**src/rtl/ep_hs_pkg.sv**
```systemverilog
package ep_hs_pkg;
  localparam int TOK_W  = 2;
  localparam int TYPE_W = 2;
  localparam int RSP_W  = 3;

  typedef enum logic [TOK_W-1:0] {
    TOK_NONE  = 2'd0,
    TOK_OUT   = 2'd1,
    TOK_IN    = 2'd2,
    TOK_SETUP = 2'd3
  } tok_e;

  typedef enum logic [TYPE_W-1:0] {
    EP_CTRL = 2'd0,
    EP_ISO  = 2'd1,
    EP_BULK = 2'd2,
    EP_INTR = 2'd3
  } ep_type_e;

  typedef enum logic [RSP_W-1:0] {
    RSP_NONE  = 3'd0,
    RSP_ACK   = 3'd1,
    RSP_NAK   = 3'd2,
    RSP_STALL = 3'd3,
    RSP_DATA  = 3'd4,
    RSP_ZLP   = 3'd5
  } rsp_e;

  typedef enum logic [1:0] {
    PEND_NONE = 2'd0,
    PEND_DATA = 2'd1,
    PEND_ZLP  = 2'd2
  } pend_e;
endpackage

```
**src/rtl/ep_hs_status.sv**
```systemverilog
module ep_hs_status (
  input  logic clk_i,
  input  logic rst_ni,
  input  logic set_i,
  input  logic allow_i,
  input  logic clr_i,
  output logic flag_o
);
  logic flag_q;

  // clear wins over a same-cycle set
  always_ff @(posedge clk_i or negedge rst_ni) begin
    if (!rst_ni)               flag_q <= 1'b0;
    else if (clr_i)            flag_q <= 1'b0;
    else if (set_i && allow_i) flag_q <= 1'b1;
  end

  assign flag_o = flag_q;
endmodule

```
**src/rtl/ep_hs_state.sv**
```systemverilog
module ep_hs_state (
  input  logic clk_i,
  input  logic rst_ni,
  input  logic en_i,
  input  logic setup_i,
  input  logic flip_i,
  input  logic stall_set_i,
  input  logic stall_clr_i,
  output logic toggle_o,
  output logic stall_o
);
  logic en_q, tgl_q, stall_q;

  always_ff @(posedge clk_i or negedge rst_ni) begin
    if (!rst_ni) begin
      en_q  <= 1'b0;
      tgl_q <= 1'b0;
    end else begin
      en_q <= en_i;
      if (setup_i)           tgl_q <= 1'b1;
      else if (en_i && !en_q) tgl_q <= 1'b0;
      else if (flip_i)        tgl_q <= ~tgl_q;
    end
  end

  always_ff @(posedge clk_i or negedge rst_ni) begin
    if (!rst_ni)                    stall_q <= 1'b0;
    else if (setup_i || stall_clr_i) stall_q <= 1'b0;
    else if (stall_set_i)            stall_q <= 1'b1;
  end

  assign toggle_o = tgl_q;
  assign stall_o  = stall_q;
endmodule

```
**src/rtl/ep_hs_resp.sv**
```systemverilog
module ep_hs_resp
  import ep_hs_pkg::*;
(
  input  logic     clk_i,
  input  logic     rst_ni,
  input  logic     en_i,
  input  tok_e     tok_i,
  input  ep_type_e type_i,
  input  logic     data_done_i,
  input  logic     host_ack_i,
  input  logic     stall_i,
  input  logic     flag_i,
  output rsp_e     resp_o,
  output logic     setup_o,
  output logic     flip_o,
  output logic     status_done_o
);
  rsp_e  rsp_d, rsp_q;
  pend_e pend_d, pend_q;
  logic  is_ctrl, is_iso, io_tok, status_stg, stall_eff, ack_evt;

  assign is_ctrl    = (type_i == EP_CTRL);
  assign is_iso     = (type_i == EP_ISO);
  assign io_tok     = (tok_i == TOK_IN) || (tok_i == TOK_OUT);
  assign status_stg = is_ctrl && data_done_i && io_tok;
  assign stall_eff  = stall_i && !is_iso;
  assign ack_evt    = host_ack_i && (tok_i == TOK_NONE);

  always_comb begin
    rsp_d = RSP_NONE;
    if (en_i && tok_i != TOK_NONE) begin
      if (tok_i == TOK_SETUP)   rsp_d = is_ctrl ? RSP_ACK : RSP_NONE;
      else if (stall_eff)       rsp_d = RSP_STALL;
      else if (status_stg)      rsp_d = !flag_i ? RSP_NAK :
                                        (tok_i == TOK_IN) ? RSP_ZLP : RSP_ACK;
      else                      rsp_d = (tok_i == TOK_IN) ? RSP_DATA : RSP_ACK;
    end
  end

  always_comb begin
    pend_d = pend_q;
    if (tok_i != TOK_NONE) begin
      if (rsp_d == RSP_DATA && !is_iso) pend_d = PEND_DATA;
      else if (rsp_d == RSP_ZLP)        pend_d = PEND_ZLP;
      else                              pend_d = PEND_NONE;
    end else if (host_ack_i) begin
      pend_d = PEND_NONE;
    end
  end

  always_ff @(posedge clk_i or negedge rst_ni) begin
    if (!rst_ni) begin
      rsp_q  <= RSP_NONE;
      pend_q <= PEND_NONE;
    end else begin
      rsp_q  <= rsp_d;
      pend_q <= pend_d;
    end
  end

  assign setup_o       = en_i && is_ctrl && (tok_i == TOK_SETUP);
  assign flip_o        = (rsp_d == RSP_ACK && tok_i == TOK_OUT && !status_stg && !is_iso)
                       || (ack_evt && pend_q == PEND_DATA);
  assign status_done_o = (rsp_d == RSP_ACK && tok_i == TOK_OUT && status_stg)
                       || (ack_evt && pend_q == PEND_ZLP);
  assign resp_o        = rsp_q;
endmodule

```
**src/rtl/ep_hs_ctrl.sv**
```systemverilog
module ep_hs_ctrl
  import ep_hs_pkg::*;
(
  input  logic              clk_i,
  input  logic              rst_ni,
  input  logic              ep_en_i,
  input  logic [TYPE_W-1:0] ep_type_i,
  input  logic [TOK_W-1:0]  tok_i,
  input  logic              data_done_i,
  input  logic              host_ack_i,
  input  logic              stall_set_i,
  input  logic              stall_clr_i,
  input  logic              status_set_i,
  output logic [RSP_W-1:0]  resp_o,
  output logic              data_pid_o
);
  ep_type_e typ;
  rsp_e     rsp;
  logic     setup_hit, flip, status_done, stall, flag;

  assign typ = ep_type_e'(ep_type_i);

  ep_hs_resp u_resp (
    .clk_i, .rst_ni,
    .en_i          (ep_en_i),
    .tok_i         (tok_e'(tok_i)),
    .type_i        (typ),
    .data_done_i,
    .host_ack_i,
    .stall_i       (stall),
    .flag_i        (flag),
    .resp_o        (rsp),
    .setup_o       (setup_hit),
    .flip_o        (flip),
    .status_done_o (status_done)
  );

  ep_hs_state u_state (
    .clk_i, .rst_ni,
    .en_i        (ep_en_i),
    .setup_i     (setup_hit),
    .flip_i      (flip),
    .stall_set_i,
    .stall_clr_i,
    .toggle_o    (data_pid_o),
    .stall_o     (stall)
  );

  ep_hs_status u_status (
    .clk_i, .rst_ni,
    .set_i   (status_set_i),
    .allow_i (data_done_i && typ == EP_CTRL),
    .clr_i   (setup_hit || status_done),
    .flag_o  (flag)
  );

  assign resp_o = rsp;
endmodule

```
**config.mk**
```make
export PLATFORM = sky130hd
export DESIGN_NAME = ep_hs_ctrl
export DESIGN_NICKNAME = d
export VERILOG_FILES = /design/src/rtl/ep_hs_pkg.sv /design/src/rtl/ep_hs_status.sv /design/src/rtl/ep_hs_state.sv /design/src/rtl/ep_hs_resp.sv /design/src/rtl/ep_hs_ctrl.sv
export SDC_FILE = /design/constraint.sdc
export NUM_CORES = 1
export LEC_CHECK = 0
export BUFFER_PORTS_ARGS = -buffer_cell sky130_fd_sc_hd__buf_4
export CAP_MARGIN = 10
export CORE_AREA = 2 2 42 44
export DETAILED_ROUTE_END_ITERATION = 8
export DIE_AREA = 0 0 44 46
export GPL_TIMING_DRIVEN = 0
export PLACE_DENSITY = 0.6
export RECOVER_POWER = 25
export SYNTH_ARGS = -nofsm -noshare
export SYNTH_HDL_FRONTEND = slang
export SYNTH_SLANG_ARGS = --single-unit
```
**constraint.sdc**
```tcl
create_clock -name clk_i -period 1.3 [get_ports clk_i]
set_input_delay 0.26 -clock clk_i [delete_from_list [all_inputs] [get_ports clk_i]]
set_output_delay 0.26 -clock clk_i [all_outputs]
set_load 0.02 [all_outputs]
```
After elaboration in Yosys (flattened, before gate mapping). Cells that the tools add are included.

Equality and inequality tests: 9. Mux-type cells: 19. Bitwise operators: 1. Reduce and logical (&&, ||, !) cells: 31.

Operator list (number): $mux W3 (7); $logic_and A1 B1 Y1 (16); $mux W1 (8); $mux W2 (4); $reduce_bool A2 Y1 (4); $eq A2 B1 Y1 const B (3); $eq A2 B2 Y1 const B (3); $eq A3 B3 Y1 const B (2); $logic_or A1 B1 Y1 (5); $logic_not A2 Y1 (2); $eq A3 B1 Y1 const B (1); $logic_not A1 Y1 (3); $reduce_bool A3 Y1 (1); $not A1 Y1 (1).

Flip-flop bits (word level): 9. Input port bits: 12.

Longest topological paths before layout. Gate-level depths: netlist (run 1).

Depth in word-level cells: 15. Mapped depth: 6.

By module. From an unflattened synthesis (run 1), not the netlist that was laid out.

Cells, all modules: 54. Area, all modules: 591.8 um2.

By module, submodules not included: ep_hs_resp (times used 1, cells an instance 41, area each 432.9 um2, seq. area each 125.1 um2); ep_hs_state (times used 1, cells an instance 8, area each 106.4 um2, seq. area each 75.1 um2); ep_hs_status (times used 1, cells an instance 3, area each 33.8 um2, seq. area each 25.0 um2); ep_hs_ctrl (times used 1, cells an instance 2, area each 18.8 um2, seq. area each 0.0 um2).

Worst setup path after synthesis (run 1). Ideal clock, no wire load.

Kind: input to register. Start point: input port tok_i[0]. End point: register u_status.flag_q, in the netlist u_status.flag_o. Setup time: 88 ps. Arrival time: 1354 ps. Setup slack: -143 ps. Cell stages on the path: 6. Buffers on the path: 0. Cell sequence: inv_1 ha_1 and4bb_4 mux2i_2 o21ai_1 a41oi_1.

Word-level cells in the longest chain between the ends: 13. Elaborated cells between the ends (all ways): 25. Those cells by class: 4 x eq/ne; 8 x mux; 13 x reduce/logical.

Ends and longest elaborated chain: start, declared (RTL line ep_hs_ctrl.sv:8) `input logic [TOK_W-1:0] tok_i,`; $eq A2 B2 Y1 / $eq A2 B1 Y1 (equally long branches); $mux W3 / $logic_or A1 B1 Y1 (equally long branches) (RTL line ep_hs_resp.sv:35, ep_hs_resp.sv:24); $mux W3 / $logic_and A1 B1 Y1 (equally long branches) (RTL line ep_hs_resp.sv:34, ep_hs_resp.sv:25); $mux W3 (RTL line ep_hs_resp.sv:34) `else if (status_stg) rsp_d = !flag_i ? RSP_NAK :`; $mux W3 (RTL line ep_hs_resp.sv:33) `else if (stall_eff) rsp_d = RSP_STALL;`; $mux W3 (RTL line ep_hs_resp.sv:32) `if (tok_i == TOK_SETUP) rsp_d = is_ctrl ? RSP_ACK : RSP_NONE;`; $mux W3 (RTL line ep_hs_resp.sv:31) `if (en_i && tok_i != TOK_NONE) begin`; $eq A3 B1 Y1 (RTL line ep_hs_resp.sv:64) `assign status_done_o = (rsp_d == RSP_ACK && tok_i == TOK_OUT && status_stg)`; $logic_and A1 B1 Y1 (2 in a row) (RTL line ep_hs_resp.sv:64); $logic_or A1 B1 Y1 (RTL line ep_hs_resp.sv:65) `|| (ack_evt && pend_q == PEND_ZLP);`; $logic_or A1 B1 Y1 (*) (RTL line ep_hs_ctrl.sv:53) `.clr_i (setup_hit || status_done),`; $mux W1 / $reduce_bool A2 Y1 (equally long branches); end signal, assigned (RTL line ep_hs_status.sv:13) `if (!rst_ni) flag_q <= 1'b0;`; end signal, assigned (RTL line ep_hs_status.sv:14) `else if (clr_i) flag_q <= 1'b0;`; end signal, assigned (RTL line ep_hs_status.sv:15) `else if (set_i && allow_i) flag_q <= 1'b1;`; end, declared (RTL line ep_hs_status.sv:9) `logic flag_q;`.

Mark *: on every way between the ends. The rest lies on a longest branch, timed or not. A chain may end at the register's enable or synchronous reset.

Final worst setup path (run 1).
Start point: input port tok_i[0]. End point: register u_state.tgl_q, in the netlist u_state.toggle_o.

Word-level cells in the longest chain between the ends: 13. Elaborated cells between the ends (all ways): 26. Those cells by class: 4 x eq/ne; 8 x mux; 14 x reduce/logical.

Ends and longest elaborated chain: $eq A2 B2 Y1 / $eq A2 B1 Y1 (equally long branches); $mux W3 / $logic_or A1 B1 Y1 (equally long branches) (RTL line ep_hs_resp.sv:35, ep_hs_resp.sv:24); $mux W3 / $logic_and A1 B1 Y1 (equally long branches) (RTL line ep_hs_resp.sv:34, ep_hs_resp.sv:25); $mux W3 (RTL line ep_hs_resp.sv:34); $mux W3 (RTL line ep_hs_resp.sv:33); $mux W3 (RTL line ep_hs_resp.sv:32); $mux W3 (RTL line ep_hs_resp.sv:31); $eq A3 B1 Y1 (RTL line ep_hs_resp.sv:62) `assign flip_o = (rsp_d == RSP_ACK && tok_i == TOK_OUT && !status_stg && !is_iso)`; $logic_and A1 B1 Y1 (3 in a row) (RTL line ep_hs_resp.sv:62); $logic_or A1 B1 Y1 (RTL line ep_hs_resp.sv:63) `|| (ack_evt && pend_q == PEND_DATA);`; $reduce_bool A3 Y1 (no source line); end signal, assigned (RTL line ep_hs_state.sv:22) `else if (flip_i) tgl_q <= ~tgl_q;`; end, declared (RTL line ep_hs_state.sv:12) `logic en_q, tgl_q, stall_q;`.

Several ways; a longest one is shown, not always the timed one.

==> metrics.cfg, run 1 <==
[outcome]
status = completed

[synth]
seq_area_frac_synth = 0.385
synth-simple-area-share = 0.276
synthCells = 59
synth_fa_ha_area_frac = 0.0857
syn_nets = 75
synthesis.area_um2 = 584
synth_xor_area_frac = 0
synthMuxAreaShare = 0.0236
synth_area_per_cell_um2 = 9.90
synth_top_family_by_area = simple AND/OR/NAND/NOR gates
ys_ff_latch = 9
synth.distinct_cells = 29
synth-compound-area-share = 0.197
yosysWarnings = 0

[clock_tree]
root_buffer = clkbuf_4
cts_tree = built
htreeDepth = 1
clk_latency_ns = 0.26
clkSinkCount = 9
clk_pin_slew_worst_paths_ns = 0.07
cts_buffers = 3
clockBufferDepth = 2

[die]
start_util = 0.362
coreArea_um2 = 1610
die_w_um = 44
die_area_um2 = 2020
io_pins = 16
rows = 15
die_h_um = 46

[drt]
wl_per_cell_um = 12.8
wl_um = 1240
initialDrtViolationCount = 18
dr.pass1.iters = 4
num_vias = 538
ant_nets = 0
drc = 0
via_per_inst = 5.55

[run]
drv_cap = 0

[worst_setup_path]
critPathCaptureType = flip-flop
path_cells = buf_4, ha_2, nor3b_4, o2111ai_2, and4_1, o31ai_2
worst-endpoint-required_ns = 1.48
cp_data_arrival_time_ns = 1.43
worst_path_max_delay_cell = ha_2
crit_type = in -> reg
path_max_fanout = 8
slowest_delay_ns = 0.25
cp-start-kind = input port

[timing]
period_needed_ns = 1.25
setup_viol = 0
worst_clock_skew_ns = 0.00421
rsz0062_at_grt = true
hold_viol = 0
relSlewSlack = 0.666
fmax_mhz = 802
fin_crit_sh = 0.959
tightest_slew_ns = 0.501
slew_viol_final = 0

[placement]
gp_congestion = 0.849
dp_hpwl_um = 993
portBuffers = 15
dp.cells = 91
dpl-instance-area_um2 = 738

[worst_hold_path]
hold_path_class = in -> reg

[finish]
diodes = 0
drive_gt1_frac = 0.363
stdcell_count = 97
final_cell_area_um2 = 791
syn_to_final_growth_pct = 35.3
final_util = 0.490
fin_nets = 97

[global_route]
global_route.overflow_total = 0
grt_pass1_vias = 467
grt_max_degree = 10
grt_pass1_wl_um = 1920
grt_use_total = 0.131
antenna_found_initial = 0

[pwr]
power_leakage_nw = 0.356
p_total_uw = 725
power_density_nw_per_um2 = 916
ir_drop_mv = 0.309

## layout by cell type, fill, tap and decap left out, types with 3 or more instances in the layout
cell	n
buf_4	14
dfrtp_1	9
a21oi_1	4
nand2_1	4
inv_1	3
nand3_1	3
nor2_1	3
clkbuf_4	3
## layout make-up
| class | instances | area (um2) |
|---|---|---|
| Sequential cell | 9 | 225 |
| Clock inverter | 1 | 5.00 |
| Tap cell | 17 | 21.3 |
| Fill cell | 160 | 823 |
| Inverter | 5 | 23.8 |
| Timing Repair Buffer | 17 | 123 |
| Multi-Input combinational cell | 45 | 370 |
| Clock buffer | 3 | 22.5 |
## through the flow
stage               hold slack, ns  worst slack, ns   TNS, ns
finish                       0.141           0.0527         0
global route                 0.140          0.00241         0
CTS                          0.132           0.0468         0
detailed placement          0.0920           -0.286     -1.02
global placement            0.0914           -0.284    -0.985
floorplan                  -0.0356         -0.00466  -0.00466
## critical path: cells and delay by family
kind | cells | cell delay, ns
buf+inv | 1 | 0.13
fa+ha+maj | 1 | 0.25
compound gates | 2 | 0.34
simple gates | 2 | 0.45
## cells in the mapped netlist
cell type,number,share of area
a21o_2,1,0.015
a21oi_1,4,0.034
a311oi_1,1,0.015
a31o_2,1,0.015
a31oi_1,1,0.011
a41oi_1,1,0.015
and3b_1,1,0.015
and4_1,1,0.015
and4bb_4,1,0.028
dfrtp_1,9,0.39
ha_1,4,0.086
inv_1,5,0.032
mux2i_2,1,0.024
nand2_1,4,0.026
nand2b_1,2,0.021
nand3_1,3,0.026
nand3b_1,1,0.013
nand4_1,2,0.021
nand4b_1,2,0.030
nor2_1,3,0.019
nor2b_1,2,0.021
nor3_1,1,0.0086
nor3b_4,1,0.032
o2111ai_1,1,0.015
o211a_1,1,0.017
o21ai_0,2,0.017
o21ai_1,1,0.0086
o31ai_1,1,0.013
o31ai_2,1,0.021
## final timing paths
| check | from | cells after the start | slack (ns) | to |
|---|---|---|---|---|
| hold / removal | stall_clr_i | 2 | 0.14 | u_state.stall_o |
| setup / recovery | tok_i[0] | 6 | 0.05 | u_state.toggle_o |
| hold reg to reg | u_resp.pend_q[1] | 2 | 0.51 | u_resp.pend_q[1] |
| min in group asynchronous | rst_ni | 2 | 0.47 | u_status.flag_o |
| setup reg to reg | u_state.stall_o | 4 | 0.10 | u_state.toggle_o |
| max in group asynchronous | rst_ni | 2 | 0.49 | u_resp.pend_q[1] |
## layer usage
layer,up-vias,routed length (um),GRT usage
met5,-,0,0
met4,0,14,0.0727
met3,2,66,0.0119
met2,19,563,0.203
met1,254,597,0.178
li1,263,-,-
## power by group
group          total (mW)  internal, mW  switching (mW)
Sequential          0.320         0.301          0.0188
Combinational       0.185        0.0948          0.0906
Clock               0.219         0.114           0.105
## what timing repair did
item	CTS	global route
pin swaps	1	0
setup endpoints to repair	1	2
resized for setup	0	2
hold endpoints to repair	9	0
hold buffers	1	0
setup buffers	1	0
## logic make-up (layout without fill, tap and decap cells)
family                     Yosys count  count (layout)
buffers and inverters                5              26
DFF                                  9               9
and+or+nand+nor                     24              24
muxes                                1               1
AOI/OAI and AO/OA                   16              16
adders and majority gates            4               4
## sequential cells by signal, summed over array words and instances, names as in the netlist
signal and count:
u_resp.resp_o 3, u_state.en_q 1, u_state.toggle_o 1, u_state.stall_o 1, u_resp.pend_q 2, u_status.flag_o 1
(Power assumes the default switching activity.)
==> run 2, diff against run 1 <==
PLACE_DENSITY = not set   (was 0.6)
PLACE_DENSITY_LB_ADDON = 0.1   (was not set)
==> run 2 against run 1 <==
Critical path depth fell by 2. Sequential share of layout area decreased by 0.83 points. Global-route usage grew 1.7 points. Worst hold slack got worse by 0.011 ns. Core utilization is 1.5 points higher. Critical endpoint unchanged. Die area unchanged. Via count decreased by 1.3%. Non-clock buffer count is the same. Maximum frequency up 1.4%. Critical path type is now reg -> reg. Sequential cell count did not move.
==> metrics.cfg, run 2 (synthesized netlist as in run 1, its figures left out) <==
[outcome]
status = completed  ; unchanged

[drt]
via_per_inst = 5.47  ; was 5.55
ant_nets = 0  ; unchanged
dr.pass1.iters = 4  ; unchanged
initialDrtViolationCount = 10  ; was 18
wl_um = 1360  ; was 1240 um
num_vias = 531  ; was 538
wl_per_cell_um = 14.1  ; was 12.8 um
drc = 0  ; unchanged

[worst_setup_path]
crit_type = reg -> reg  ; was in -> reg
cp_top_family = flip-flops  ; was simple AND/OR/NAND/NOR gates
worst-endpoint-required_ns = 1.49  ; was 1.48 ns
cp-start-kind = flip-flop  ; was input port
crit_buf_inv = 0  ; was 1
worst_path_max_delay_cell = dfrtp_1  ; was ha_2
critPathCaptureType = flip-flop  ; unchanged
path_max_fanout = 6  ; was 8
cp_data_arrival_time_ns = 1.42  ; was 1.43 ns
slowest_delay_ns = 0.44  ; was 0.25 ns
path_cells = nor2_2, o2111ai_2, and4_1, o31ai_2  ; was buf_4, ha_2, nor3b_4, o2111ai_2, and4_1, o31ai_2

[clock_tree]
cts_buffers = 3  ; unchanged
cts_tree = built  ; unchanged
clk_latency_ns = 0.27  ; was 0.26 ns
clkSinkCount = 9  ; unchanged
clockBufferDepth = 2  ; unchanged
clk_pin_slew_worst_paths_ns = 0.06  ; was 0.07 ns
htreeDepth = 1  ; unchanged
root_buffer = clkbuf_4  ; unchanged

[die]
start_util = 0.362  ; unchanged
die_area_um2 = 2020  ; unchanged
io_pins = 16  ; unchanged
rows = 15  ; unchanged
coreArea_um2 = 1610  ; unchanged
die_w_um = 44  ; unchanged
die_h_um = 46  ; unchanged

[timing]
hold_viol = 0  ; unchanged
fin_crit_sh = 0.946  ; was 0.959
tightest_slew_ns = 0.471  ; was 0.501 ns
relSlewSlack = 0.686  ; was 0.666
setup_viol = 0  ; unchanged
period_needed_ns = 1.23  ; was 1.25 ns
rsz0062_at_grt = false  ; was true
tns_ns = 0  ; unchanged
slew_viol_final = 0  ; unchanged
fmax_mhz = 813  ; was 802 MHz
worst_clock_skew_ns = 0.00176  ; was 0.00421 ns
fin_ws_ns = 0.0697  ; was 0.0527 ns

[finish]
fin_nets = 97  ; unchanged
largest_reg_flops = 3  ; unchanged
final-seq-area_um2 = 225  ; unchanged
diodes = 0  ; unchanged
multiInputGateArea_um2 = 388  ; was 370 um2
syn_to_final_growth_pct = 39.4  ; was 35.3%
fillers = 161  ; was 160
final_common_cell = buf_4  ; unchanged
drive_gt1_frac = 0.400  ; was 0.363
final_cell_mix = buf_4, dfrtp_1, nand2_1  ; was buf_4, dfrtp_1, a21oi_1, nand2_1

[global_route]
grt_pass1_wl_um = 2070  ; was 1920 um
antenna_found_initial = 0  ; unchanged
global_route.overflow_total = 0  ; unchanged
grt_pass1_vias = 454  ; was 467
grt_use_total = 0.148  ; was 0.131
grt_max_degree = 10  ; unchanged

[pwr]
power_density_nw_per_um2 = 919  ; was 916 nW/um2
ir_drop_mv = 0.742  ; was 0.309 mV
power_leakage_nw = 0.358  ; was 0.356 nW

[placement]
pre_cts_slack_ns = -0.268  ; was -0.286 ns
dp_hpwl_um = 1040  ; was 993 um
portBuffers = 15  ; unchanged
gp_congestion = 0.867  ; was 0.849

[worst_hold_path]
hold_path_class = in -> reg  ; unchanged

[run]
drv_cap = 0  ; unchanged

## run 2: path summary, 6_finish.rpt
path                                  start               end  slack [ns]  cells after the start
min reg2reg                u_resp.pend_q[1]  u_resp.pend_q[1]        0.51                      2
min                             stall_clr_i   u_state.stall_o        0.13                      2
min in group asynchronous            rst_ni   u_status.flag_o        0.45                      2
max in group asynchronous            rst_ni  u_state.toggle_o        0.53                      2
max reg2reg                 u_state.stall_o  u_state.toggle_o        0.07                      4
max                         u_state.stall_o  u_state.toggle_o        0.07                      4
## run 2: repair_timing
action                     in CTS  in global routing
buffers inserted                0                  1
hold buffers                    1                  0
resized for setup               0                  8
hold endpoints to repair        9                  0
setup endpoints to repair       0                  3
## run 2: final cells by class
class                   count  area share
multi-input cells          45       0.476
clock buffers               4      0.0323
repair buffers             17       0.160
flip-flops and latches      9       0.276
inverters                   5      0.0292
well taps                  17      0.0261
## run 2: through the flow
step,util,cells,total power [mW],hold slack (ns),instance area [um2]
6_report,0.505,97,0.749,0.131,815
5_1_grt,0.505,97,0.788,0.139,815
4_1_cts,0.480,96,0.733,0.131,774
3_5_place_dp,0.457,91,0.504,0.0911,738
3_3_place_gp,0.457,91,0.503,0.0915,738
2_1_floorplan,-,59,0.426,-0.0356,604
## run 2: routing by layer
| metal | wire length (um) | track usage | vias up |
|---|---|---|---|
| li1 | - | - | 263 |
| met1 | 584 | 0.188 | 249 |
| met2 | 687 | 0.226 | 17 |
| met3 | 77 | 0.0595 | 2 |
| met4 | 15 | 0.0545 | 0 |
| met5 | 0 | 0 | - |
## run 2: worst reg2reg max path: cells and delay by family, from the launching register on
| kind | cells | cell delay (ns) |
|---|---|---|
| and+or+nand+nor | 2 | 0.36 |
| DFF | 1 | 0.44 |
| AOI/OAI and AO/OA | 2 | 0.35 |
## run 2: power by group
group	switching, mW	leakage (nW)	total [mW]	internal (mW)
registers	0.0204	0.117	0.322	0.301
logic	0.0977	0.226	0.199	0.101
clock network	0.110	0.0150	0.229	0.119
